==> src/rtl/sar_pkg.sv <==
package sar_pkg;

  // Strobes from the sequencer to the trial datapath.
  typedef struct packed {
    logic clr;   // wipe trial, pointer and result
    logic load;  // begin a search: raise the top bit
    logic step;  // settle the bit under test
    logic last;  // the bit under test is bit 0
  } sarStrobe_t;

  typedef enum logic [0:0] {
    SEQ_IDLE = 1'b0,
    SEQ_CONV = 1'b1
  } seqState_t;

endpackage

==> src/rtl/sar_ctrl.sv <==
module sar_ctrl
  import sar_pkg::*;
#(
  parameter int N = 8
) (
  input  logic       clk,
  input  logic       clear,
  input  logic       startReq,
  output sarStrobe_t strobe,
  output logic       busy,
  output logic       done
);

  localparam int IDX_W = (N > 1) ? $clog2(N) : 1;
  localparam logic [IDX_W-1:0] TOP_IDX = IDX_W'(N - 1);

  seqState_t        state;
  logic [IDX_W-1:0] bitIdx;
  logic             doneQ;

  always_ff @(posedge clk) begin
    if (clear) begin
      state  <= SEQ_IDLE;
      bitIdx <= '0;
      doneQ  <= 1'b0;
    end else begin
      unique case (state)
        SEQ_IDLE: begin
          if (startReq) begin
            state  <= SEQ_CONV;
            bitIdx <= TOP_IDX;
            doneQ  <= 1'b0;
          end
        end
        SEQ_CONV: begin
          if (bitIdx == '0) begin
            state <= SEQ_IDLE;
            doneQ <= 1'b1;
          end else begin
            bitIdx <= bitIdx - 1'b1;
          end
        end
        default: state <= SEQ_IDLE;
      endcase
    end
  end

  always_comb begin
    strobe.clr  = clear;
    strobe.load = !clear && (state == SEQ_IDLE) && startReq;
    strobe.step = !clear && (state == SEQ_CONV);
    strobe.last = (bitIdx == '0);
  end

  assign busy = (state == SEQ_CONV);
  assign done = doneQ;

endmodule

==> src/rtl/sar_datapath.sv <==
module sar_datapath
  import sar_pkg::*;
#(
  parameter int N = 8
) (
  input  logic         clk,
  input  sarStrobe_t   strobe,
  input  logic         cmpAbove,
  output logic [N-1:0] trialCode,
  output logic [N-1:0] resultCode
);

  logic [N-1:0] trialQ;
  logic [N-1:0] trialNext;
  logic [N-1:0] bitPtr;     // one-hot marker of the bit under test
  logic [N-1:0] resultQ;

  // Per-bit next-state of the trial register.
  for (genvar i = 0; i < N; i++) begin : g_bit
    if (i == N - 1) begin : g_top
      always_comb begin
        if (strobe.load)                   trialNext[i] = 1'b1;
        else if (strobe.step && bitPtr[i]) trialNext[i] = ~cmpAbove;
        else                               trialNext[i] = trialQ[i];
      end
    end else begin : g_low
      always_comb begin
        if (strobe.load)                     trialNext[i] = 1'b0;
        else if (strobe.step && bitPtr[i])   trialNext[i] = ~cmpAbove;
        else if (strobe.step && bitPtr[i+1]) trialNext[i] = 1'b1;
        else                                 trialNext[i] = trialQ[i];
      end
    end
  end

  always_ff @(posedge clk) begin
    if (strobe.clr) begin
      trialQ <= '0;
      bitPtr <= '0;
    end else begin
      trialQ <= trialNext;
      if (strobe.load)      bitPtr <= {1'b1, {(N-1){1'b0}}};
      else if (strobe.step) bitPtr <= bitPtr >> 1;
    end
  end

  always_ff @(posedge clk) begin
    if (strobe.clr)                     resultQ <= '0;
    else if (strobe.step && strobe.last) resultQ <= trialNext;
  end

  assign trialCode  = trialQ;
  assign resultCode = resultQ;

endmodule

==> src/rtl/sar_adc_ctrl.sv <==
module sar_adc_ctrl
  import sar_pkg::*;
#(
  parameter int N = 8
) (
  input  logic         clk,
  input  logic         clear,
  input  logic         startReq,
  input  logic         cmpAbove,
  output logic [N-1:0] dacCode,
  output logic [N-1:0] count,
  output logic         done
);

  sarStrobe_t seqStrobe;
  logic       convBusy;

  sar_ctrl #(.N(N)) u_ctrl (
    .clk      (clk),
    .clear    (clear),
    .startReq (startReq),
    .strobe   (seqStrobe),
    .busy     (convBusy),
    .done     (done)
  );

  sar_datapath #(.N(N)) u_dp (
    .clk        (clk),
    .strobe     (seqStrobe),
    .cmpAbove   (cmpAbove),
    .trialCode  (dacCode),
    .resultCode (count)
  );

endmodule

==> config.mk <==
export PLATFORM = sky130hd
export DESIGN_NAME = sar_adc_ctrl
export DESIGN_NICKNAME = d
export VERILOG_FILES = /design/src/rtl/sar_pkg.sv /design/src/rtl/sar_ctrl.sv /design/src/rtl/sar_datapath.sv /design/src/rtl/sar_adc_ctrl.sv
export SDC_FILE = /design/constraint.sdc
export NUM_CORES = 1
export LEC_CHECK = 0
export BUFFER_PORTS_ARGS = -buffer_cell sky130_fd_sc_hd__buf_2
export CAP_MARGIN = 20
export CORE_UTILIZATION = 25
export CTS_BUF_LIST = sky130_fd_sc_hd__clkbuf_16
export CTS_CLUSTER_SIZE = 8
export DETAILED_ROUTE_END_ITERATION = 8
export GPL_ROUTABILITY_DRIVEN = 0
export PLACE_DENSITY = 0.49
export SKIP_CTS_REPAIR_TIMING = 1
export SLEW_MARGIN = 20
export SYNTH_ARGS = -nofsm -noshare
export SYNTH_HDL_FRONTEND = slang
export SYNTH_SLANG_ARGS = --single-unit
==> constraint.sdc <==
create_clock -name clk -period 1.27 [get_ports clk]
set_clock_uncertainty 0.1 [all_clocks]
set_input_delay 0 -clock clk [delete_from_list [all_inputs] [get_ports clk]]
set_output_delay 0 -clock clk [all_outputs]
set_load 0.01 [all_outputs]
==> impl_metrics.env, run 1 <==
export IMPL_wl_per_cell_um=12.85
export IMPL_fill_cells=473
export IMPL_area_growth_pct=48.98
export IMPL_grt_max_degree=16
export IMPL_grt_pass1_vias=1073
export IMPL_grt_ovfl_total=0
export IMPL_async_flop_share=0
export IMPL_path_class="flop to flop"
export IMPL_syn_num_nets=147
export IMPL_status="finished, violations left"
export IMPL_drt_iter0_markers=33
export IMPL_fin_cells=253
export IMPL_synth_compound_area_frac=0.2413
export IMPL_drc_errors=0
export IMPL_viasPerCell=4.609
export IMPL_yosys_area_share_adder=0.02045
export IMPL_cts_max_level=2
export IMPL_p_sw_uw=582.0
export IMPL_cts_tree="yes"
export IMPL_clk_latency_ps=270
export IMPL_ir_worst_vdd_v=0.0005057
export IMPL_layout_min_cycle_time_ps=1360
export IMPL_synth_top_family_by_area="compound AO/OA/AOI/OAI gates"
export IMPL_synth_mux_area_fraction=0.01636
export IMPL_timing_final_ws_setup_ps=-89.88
export IMPL_ios=21
export IMPL_path_clk_slew_ps=50
export IMPL_fp_dieW_um=71.96
export IMPL_final_setup_viol_count=8
export IMPL_worstPathRequired_ps=1350
export IMPL_seq_area_frac_synth=0.4744
export IMPL_ant_nets=0
export IMPL_dieHeight_um=71.96
export IMPL_numClockSinks=29
export IMPL_violations="negative setup slack"
export IMPL_synth_simple_gate_area_frac=0.1605
export IMPL_clkPwrFrac=0.457
export IMPL_max_freq_mhz=735.4
export IMPL_fin_crit_sh=1.071
export IMPL_cts_root_buf="clkbuf_16"
export IMPL_cts_made_buffers=5
export IMPL_multi_input_area_um2=646.9
export IMPL_cp_max_fo=8
export IMPL_yosys_top_cells_count="29 x dfxtp_1, 22 x nand2_1, 18 x a21oi_1"
export IMPL_switching_share=0.2430
export IMPL_timing_setup_tns_ps=-500.6
export IMPL_crit_path_end_kind="flop"
export IMPL_yosys_register_bits=29
export IMPL_global_route_usage_total=0.1278
export IMPL_max_slew_margin_rel=0.7975
export IMPL_start_util=0.2591
export IMPL_netlist_area_um2=1224
export IMPL_dp_cells=235
export IMPL_max_slew_worst_pin_slew_ps=303.7
export IMPL_synth_top_cell_area_share=0.4744
export IMPL_rsz0062_at_grt="yes"
export IMPL_finalHoldViolCount=0
export IMPL_power_density_nw_per_um2=1314
export IMPL_dp_hpwl_mm=2.055
export IMPL_drv_slew=0
export IMPL_numPortBuffers=20
export IMPL_grt_pass1_wl_mm=4.926
export IMPL_synthCells=141
export IMPL_antenna_found_initial=0
export IMPL_maxCapViolCount=0
export IMPL_synth_edf_count=0
export IMPL_core_area_um2=4723
export IMPL_rows=25
export IMPL_comb_power_share=0.139
export IMPL_regArea_um2=585.6
export IMPL_diodes=0
export IMPL_yosysTopAreaCell="dfxtp_1"
export IMPL_finalWirelength_mm=3.251
export IMPL_leakage_nw=0.7286
export IMPL_drive_gt1_frac=0.4516
export IMPL_power_frac_seq=0.404
export IMPL_nets=191
export IMPL_synthTopCellsByArea="dfxtp_1 47%, a21oi_1 7.4%, nand2_1 6.7%"
export IMPL_vias=1166
export IMPL_synth_top_flop_cell="dfxtp_1"
export IMPL_start_kind="flop"
export IMPL_die_area_um2=5178
export IMPL_dp_slack_ps=-105.9
export IMPL_syn_avg_cell_area_um2=8.679
export IMPL_hp_class="input pin to flop"
export IMPL_synth_warnings=0
export IMPL_p_int_mw=1.813
export IMPL_synthDistinctLibCells=26
export IMPL_cts_max_path_buffers=2
export IMPL_drt_pass1_iterations=4
export IMPL_synth_xor_area_frac=0.007157
export IMPL_synth_most_common_cell="dfxtp_1"
export IMPL_arrival_ps=1440
metal layers:
layer,global-route usage,vias up,wire [um]
met3,0.04167,7,131
met4,0.06536,0,81
met2,0.2233,25,1669
met5,0,-,0
met1,0.1383,550,1369
li1,-,584,-
cell type report:
class	instances	area share
sequential	29	0.3212
timing repair buffer	46	0.1736
tap	67	0.04598
clock inverter	3	0.007550
inverter	13	0.02814
clock buffer	5	0.06863
multi-input combinational	90	0.3548
stage by stage:
step / util / hold slack, ps / total power [mW] / area [um2]
after floorplan: - / 62.28 / 1.144 / 1241
after global placement: 0.3160 / 214.0 / 1.231 / 1493
after detailed placement: 0.3160 / 219.7 / 1.248 / 1493
after CTS: 0.3454 / -61.04 / 2.350 / 1632
after global routing: 0.3860 / 68.11 / 2.514 / 1823
final: 0.3860 / 53.11 / 2.395 / 1823
sequential cells by signal (all words and copies together), names as in the netlist:
signal / flops
u_ctrl.bitIdx: 3
u_dp.resultCode: 8
u_dp.trialCode: 8
u_ctrl.done: 1
u_dp.bitPtr: 8
u_ctrl.busy: 1
placed cells by master (no fill, tap or decap), types with 2 or more instances in the layout:
master         count
buf_2             21
a311oi_1           7
mux2i_1            2
clkbuf_16          5
nor3_1             3
a21oi_2            2
o32ai_2            5
buf_6              3
buf_4             19
inv_2              2
o32ai_1            2
o21ai_2            5
nor2_1             2
or2_2              7
dlygate4sd3_1      2
a21oi_1           16
nand2_1           22
dfxtp_1           27
clkinv_2           2
inv_1             11
final timing paths:
kind / start / endpoint / slack [ps] / cells past startpoint
max: u_ctrl.bitIdx[0] / u_dp.resultCode[4] / -90 / 6
min: clear / u_ctrl.bitIdx[0] / 50 / 3
max reg2reg: u_ctrl.bitIdx[0] / u_dp.resultCode[4] / -90 / 6
min reg2reg: u_ctrl.done / u_ctrl.done / 350 / 2
power groups by stage:
stage	clock (mW)	combinational (mW)	sequential [mW]
floorplan	0	0.162	0.982
global placement	0	0.251	0.980
detailed placement	0	0.266	0.982
CTS	1.12	0.268	0.964
global route	1.18	0.364	0.972
finish	1.09	0.333	0.968
kinds of logic after synthesis:
kind of cell,count (synthesis)
AO/OA/AOI/OAI,45
XOR/XNOR,1
adder cells (fa/ha/maj),2
buffers and inverters,22
flip-flops,29
multiplexers,2
AND/OR/NAND/NOR,40
worst max-delay path: stages (launching register included):
cell      delay [ps]
dfxtp_2          330
inv_4             60
ha_4             140
and4bb_2         280
buf_8            160
o21ai_2           70
o32ai_2          130
No activity file was read; power rests on OpenSTA's default activity.
==> run 2, diff against run 1 <==
--- a/config.mk
+++ b/config.mk
@@ -12,7 +12,7 @@
 export CTS_CLUSTER_SIZE = 8
 export DETAILED_ROUTE_END_ITERATION = 8
 export GPL_ROUTABILITY_DRIVEN = 0
-export PLACE_DENSITY = 0.49
+export PLACE_DENSITY = 0.54
 export SKIP_CTS_REPAIR_TIMING = 1
 export SLEW_MARGIN = 20
 export SYNTH_ARGS = -nofsm -noshare
==> impl_metrics.env, run 2 (same netlist as run 1, synthesis figures left out) <==
export IMPL_antenna_found_initial=0
export IMPL_leakage_nw=0.7261
export IMPL_drt_pass1_iterations=4
export IMPL_max_slew_worst_pin_slew_ps=296.4
export IMPL_comb_power_share=0.139
export IMPL_fill_cells=476
export IMPL_cp_top_family="flip-flops"
export IMPL_power_frac_seq=0.407
export IMPL_hp_class="input pin to flop"
export IMPL_worstHoldStart="clear"
export IMPL_drive_gt1_frac=0.4599
export IMPL_total_power_mw=2.377
export IMPL_clk_latency_ps=270
export IMPL_dp_cells=241
export IMPL_wl_per_cell_um=11.44
export IMPL_crit_path_end_kind="flop"
export IMPL_dp_hpwl_mm=2.022
export IMPL_nets=192
export IMPL_p_sw_uw=563.1
export IMPL_violations="negative setup slack"
export IMPL_numPortBuffers=20
export IMPL_max_freq_mhz=754.2
export IMPL_layout_min_cycle_time_ps=1326
export IMPL_ir_worst_vdd_v=0.0005611
export IMPL_arrival_ps=1410
export IMPL_clkPwrFrac=0.454
export IMPL_final_cell_mix="27 x dfxtp_1, 23 x buf_4, 22 x nand2_1"
export IMPL_finalHoldViolCount=0
export IMPL_cts_root_buf="clkbuf_16"
export IMPL_power_density_nw_per_um2=1289
export IMPL_fp_dieW_um=71.96
export IMPL_r2r_setup_slack_ps=-60
export IMPL_fin_crit_sh=1.044
export IMPL_path_cells="inv_2 -> ha_4 -> and4bb_2 -> buf_6 -> o32ai_1"
export IMPL_grt_pass1_wl_mm=4.526
export IMPL_die_area_um2=5178
export IMPL_start_kind="flop"
export IMPL_drv_slew=0
export IMPL_timing_setup_tns_ps=-333.0
export IMPL_timing_final_ws_setup_ps=-55.93
export IMPL_critical_path_startpoint="u_ctrl.bitIdx[0]"
export IMPL_cts_made_buffers=5
export IMPL_switching_share=0.2369
export IMPL_cp_max_fo=8
export IMPL_area_growth_pct=50.72
export IMPL_path_clk_slew_ps=50
export IMPL_rr_startpoint="u_ctrl.bitIdx[0]"
export IMPL_fin_hold_ws_ps=35.16
export IMPL_viasPerCell=4.469
export IMPL_core_area_um2=4723
export IMPL_cp_depth=5
export IMPL_cp_endpoint="u_dp.resultCode[3]"
export IMPL_start_util=0.2591
export IMPL_rsz0062_at_grt="yes"
export IMPL_numClockSinks=29
export IMPL_cts_tree="yes"
export IMPL_r2r_end="u_dp.resultCode[3]"
export IMPL_layout_commonest_cell="dfxtp_1"
export IMPL_fin_cells=254
export IMPL_design_area_um2=1844
export IMPL_dieHeight_um=71.96
export IMPL_grt_ovfl_total=0
export IMPL_grt_max_degree=16
export IMPL_worst_path_max_delay_cell="dfxtp_2"
export IMPL_cpPeakStageDelay_ps=330
export IMPL_crit_buf_inv=2
export IMPL_finalWirelength_mm=2.906
export IMPL_vias=1135
export IMPL_drc_errors=0
export IMPL_maxCapViolCount=0
export IMPL_diodes=0
export IMPL_cts_max_path_buffers=2
export IMPL_max_slew_margin_rel=0.8024
export IMPL_p_int_mw=1.814
export IMPL_status="finished, violations left"
export IMPL_worstPathRequired_ps=1350
export IMPL_placed_cell_area_um2=1538
export IMPL_r2r_cells=5
export IMPL_grt_pass1_vias=988
export IMPL_multi_input_area_um2=674.4
export IMPL_global_route_usage_total=0.1143
export IMPL_ios=21
export IMPL_final_setup_viol_count=9
export IMPL_regArea_um2=583.1
export IMPL_rows=25
export IMPL_cts_max_level=2
export IMPL_drt_iter0_markers=35
export IMPL_path_class="flop to flop"
export IMPL_ant_nets=0
==> run 2: how the worst min path moves through the flow <==
stage / endpoint / slack, ps / depth (start not counted)
final: u_dp.resultCode[2] / 40 / 2
after global routing: u_dp.resultCode[3] / 80 / 2
after CTS: u_dp.bitPtr[7] / -60 / 3
after detailed placement: u_dp.bitPtr[7] / 230 / 3
after global placement: u_dp.bitPtr[7] / 230 / 3
after floorplan: u_dp.bitPtr[7] / 60 / 2
==> run 2: power groups by stage <==
stage / Sequential [mW] / Combinational (mW) / Clock (mW)
after global placement: 0.979 / 0.274 / 0
after detailed placement: 0.981 / 0.271 / 0
after CTS: 0.963 / 0.272 / 1.11
final: 0.967 / 0.330 / 1.08
after global routing: 0.970 / 0.361 / 1.16
after floorplan: 0.982 / 0.162 / 0
==> run 2: worst register-to-register path, stage by stage (launching register included) <==
cell	delay, ps
dfxtp_2	330
inv_2	50
ha_4	150
and4bb_2	250
buf_6	150
o32ai_1	210
==> run 2: routing by layer <==
layer | global-route usage | wire length [um]
met1 | 0.1446 | 1405
met2 | 0.1740 | 1357
met3 | 0.03750 | 103
met4 | 0.05882 | 40
met5 | 0 | 0
==> run 2: metrics by stage <==
step,setup WS [ps],util
2_1_floorplan,15.02,-
3_5_place_dp,-70.50,0.3256
4_1_cts,-83.81,0.3547
3_3_place_gp,-57.90,0.3256
5_1_grt,-116.3,0.3905
6_report,-55.93,0.3905
==> run 2: final cells by class <==
type	instances	area share
clock inverters	3	0.006784
clock buffers	5	0.06784
multi-input cells	90	0.3657
repair buffers	47	0.1716
inverters	13	0.02646
flip-flops and latches	29	0.3161
well taps	67	0.04545
==> run 3, diff against run 2 <==
--- a/config.mk
+++ b/config.mk
@@ -17,4 +17,5 @@
 export SLEW_MARGIN = 20
 export SYNTH_ARGS = -nofsm -noshare
 export SYNTH_HDL_FRONTEND = slang
+export SYNTH_HIERARCHICAL = 1
 export SYNTH_SLANG_ARGS = --single-unit
==> impl_metrics.env, run 3 <==
export IMPL_area_growth_pct=45.85
export IMPL_rsz0062_at_grt="yes"
export IMPL_grt_pass1_wl_mm=4.871
export IMPL_drt_iter0_markers=33
export IMPL_cts_root_buf="clkbuf_16"
export IMPL_synth_xor_area_frac=0.006917
export IMPL_layout_min_cycle_time_ps=1432
export IMPL_grt_ovfl_total=0
export IMPL_fp_dieW_um=73.17
export IMPL_path_clk_slew_ps=50
export IMPL_max_freq_mhz=698.4
export IMPL_vias=1014
export IMPL_synth_mux_area_fraction=0.06719
export IMPL_status="finished, violations left"
export IMPL_yosysTopAreaCell="dfxtp_1"
export IMPL_wl_per_cell_um=13.21
export IMPL_path_class="flop to flop"
export IMPL_arrival_ps=1510
export IMPL_seq_area_frac_synth=0.4585
export IMPL_start_util=0.2646
export IMPL_start_kind="flop"
export IMPL_synth_warnings=6
export IMPL_worstHoldStart="startReq"
export IMPL_final_util=0.3859
export IMPL_max_slew_worst_pin_slew_ps=342.6
export IMPL_ant_nets=0
export IMPL_yosys_register_bits=29
export IMPL_final_cell_mix="26 x dfxtp_1, 21 x buf_2, 16 x nor2_1"
export IMPL_synthDistinctLibCells=31
export IMPL_r2r_setup_slack_ps=-160
export IMPL_cts_made_buffers=5
export IMPL_r2r_cells=6
export IMPL_synth_edf_count=0
export IMPL_finalHoldViolCount=1
export IMPL_antenna_found_initial=0
export IMPL_yosys_top_cells_count="29 x dfxtp_1, 19 x nor2_1, 9 x nor3_1"
export IMPL_drv_slew=0
export IMPL_placed_cell_area_um2=1523
export IMPL_dp_hpwl_mm=1.972
export IMPL_numClockSinks=29
export IMPL_synth_compound_area_frac=0.1729
export IMPL_global_route_usage_total=0.1182
export IMPL_maxCapViolCount=0
export IMPL_syn_num_nets=136
export IMPL_synth_top_cell_area_share=0.4585
export IMPL_timing_final_ws_setup_ps=-161.9
export IMPL_timing_setup_tns_ps=-1627
export IMPL_layout_commonest_cell="dfxtp_1"
export IMPL_die_area_um2=5353
export IMPL_ios=21
export IMPL_leakage_nw=0.7446
export IMPL_drc_errors=0
export IMPL_violations="negative hold slack, negative setup slack"
export IMPL_grt_max_degree=27
export IMPL_holdPathEnd="u_ctrl/done"
export IMPL_final_setup_viol_count=15
export IMPL_rr_startpoint="u_ctrl/bitIdx[1]"
export IMPL_synthCells=130
export IMPL_netlist_area_um2=1266
export IMPL_dp_slack_ps=-245.0
export IMPL_cts_max_path_buffers=2
export IMPL_synth_simple_gate_area_frac=0.2095
export IMPL_r2r_end="u_dp/resultCode[1]"
export IMPL_ir_worst_vdd_v=0.0008037
export IMPL_finalWirelength_mm=3.038
export IMPL_cts_tree="yes"
export IMPL_design_area_um2=1847
export IMPL_async_flop_share=0
export IMPL_fill_cells=472
export IMPL_viasPerCell=4.409
export IMPL_power_density_nw_per_um2=1398
export IMPL_cp_max_fo=7
export IMPL_synth_top_family_by_area="simple AND/OR/NAND/NOR gates"
export IMPL_yosys_area_share_adder=0.01976
export IMPL_dieHeight_um=73.17
export IMPL_drive_gt1_frac=0.4969
export IMPL_synth_most_common_cell="dfxtp_1"
export IMPL_cts_max_level=2
export IMPL_drt_pass1_iterations=4
export IMPL_diodes=0
export IMPL_rows=25
export IMPL_max_slew_margin_rel=0.7708
export IMPL_grt_pass1_vias=1023
export IMPL_hp_class="input pin to flop"
export IMPL_crit_path_end_kind="flop"
export IMPL_fin_hold_ws_ps=-7.951
export IMPL_core_area_um2=4786
export IMPL_synthTopCellsByArea="dfxtp_1 46%, o31ai_2 5.9%, nor2_1 5.6%"
export IMPL_clk_latency_ps=270
export IMPL_syn_avg_cell_area_um2=9.740
export IMPL_numPortBuffers=20
export IMPL_worstHoldPathCells=4
export IMPL_fin_crit_sh=1.127
export IMPL_worstPathRequired_ps=1350
export IMPL_synth_top_flop_cell="dfxtp_1"
export IMPL_nets=169
==> run 3: stage by stage <==
stage          instances  power [mW]
4_1_cts              226       2.555
2_1_floorplan        130       1.176
3_3_place_gp         219       1.239
3_5_place_dp         219       1.249
5_1_grt              230       2.679
6_report             230       2.582
==> run 3: where the power goes <==
group / switching (mW) / internal [mW] / leakage, nW
combinational: 0.158 / 0.179 / 0.429
clock: 0.376 / 0.907 / 0.0797
sequential: 0.0223 / 0.941 / 0.236
==> run 3: logic make-up after synthesis <==
group	after synthesis
xor+xnor	1
simple gates	50
buf+inv	14
compound gates	26
flops	29
fa+ha+maj	2
mux	8
==> run 3: per-layer routing <==
layer | share of wire | track usage | vias up
met5 | 0 | 0 | -
met4 | 0.0036 | 0.04575 | 0
met3 | 0.045 | 0.04006 | 2
met2 | 0.49 | 0.1811 | 15
met1 | 0.46 | 0.1525 | 477
li1 | - | - | 520
==> run 3: layout make-up <==
class | instances | area, um2 | area share
Timing Repair Buffer | 36 | 266.5 | 0.1443
Clock inverter | 2 | 35.03 | 0.01897
Multi-Input combinational cell | 87 | 737.0 | 0.3991
Inverter | 4 | 15.01 | 0.008130
Sequential cell | 29 | 584.3 | 0.3164
Tap cell | 67 | 83.83 | 0.04539
Clock buffer | 5 | 125.1 | 0.06775
==> run 3: worst max path at each step <==
stage,start,end,slack [ps],cells after the start
3_3_place_gp,u_ctrl/busy,u_dp/resultCode[1],-210,5
3_5_place_dp,u_ctrl/bitIdx[1],u_ctrl/bitIdx[1],-240,6
4_1_cts,u_ctrl/bitIdx[1],u_dp/resultCode[1],-260,6
5_1_grt,u_ctrl/bitIdx[1],u_ctrl/bitIdx[1],-230,6
2_1_floorplan,u_ctrl/busy,u_dp/resultCode[6],-340,8
6_report,u_ctrl/bitIdx[1],u_dp/resultCode[1],-160,6
==> run 3: critical path: stages (launching register included) <==
cell,delay [ps]
dfxtp_2,320
inv_2,80
ha_4,140
nor2b_4,150
nand2_2,60
or2_4,310
o31ai_2,190
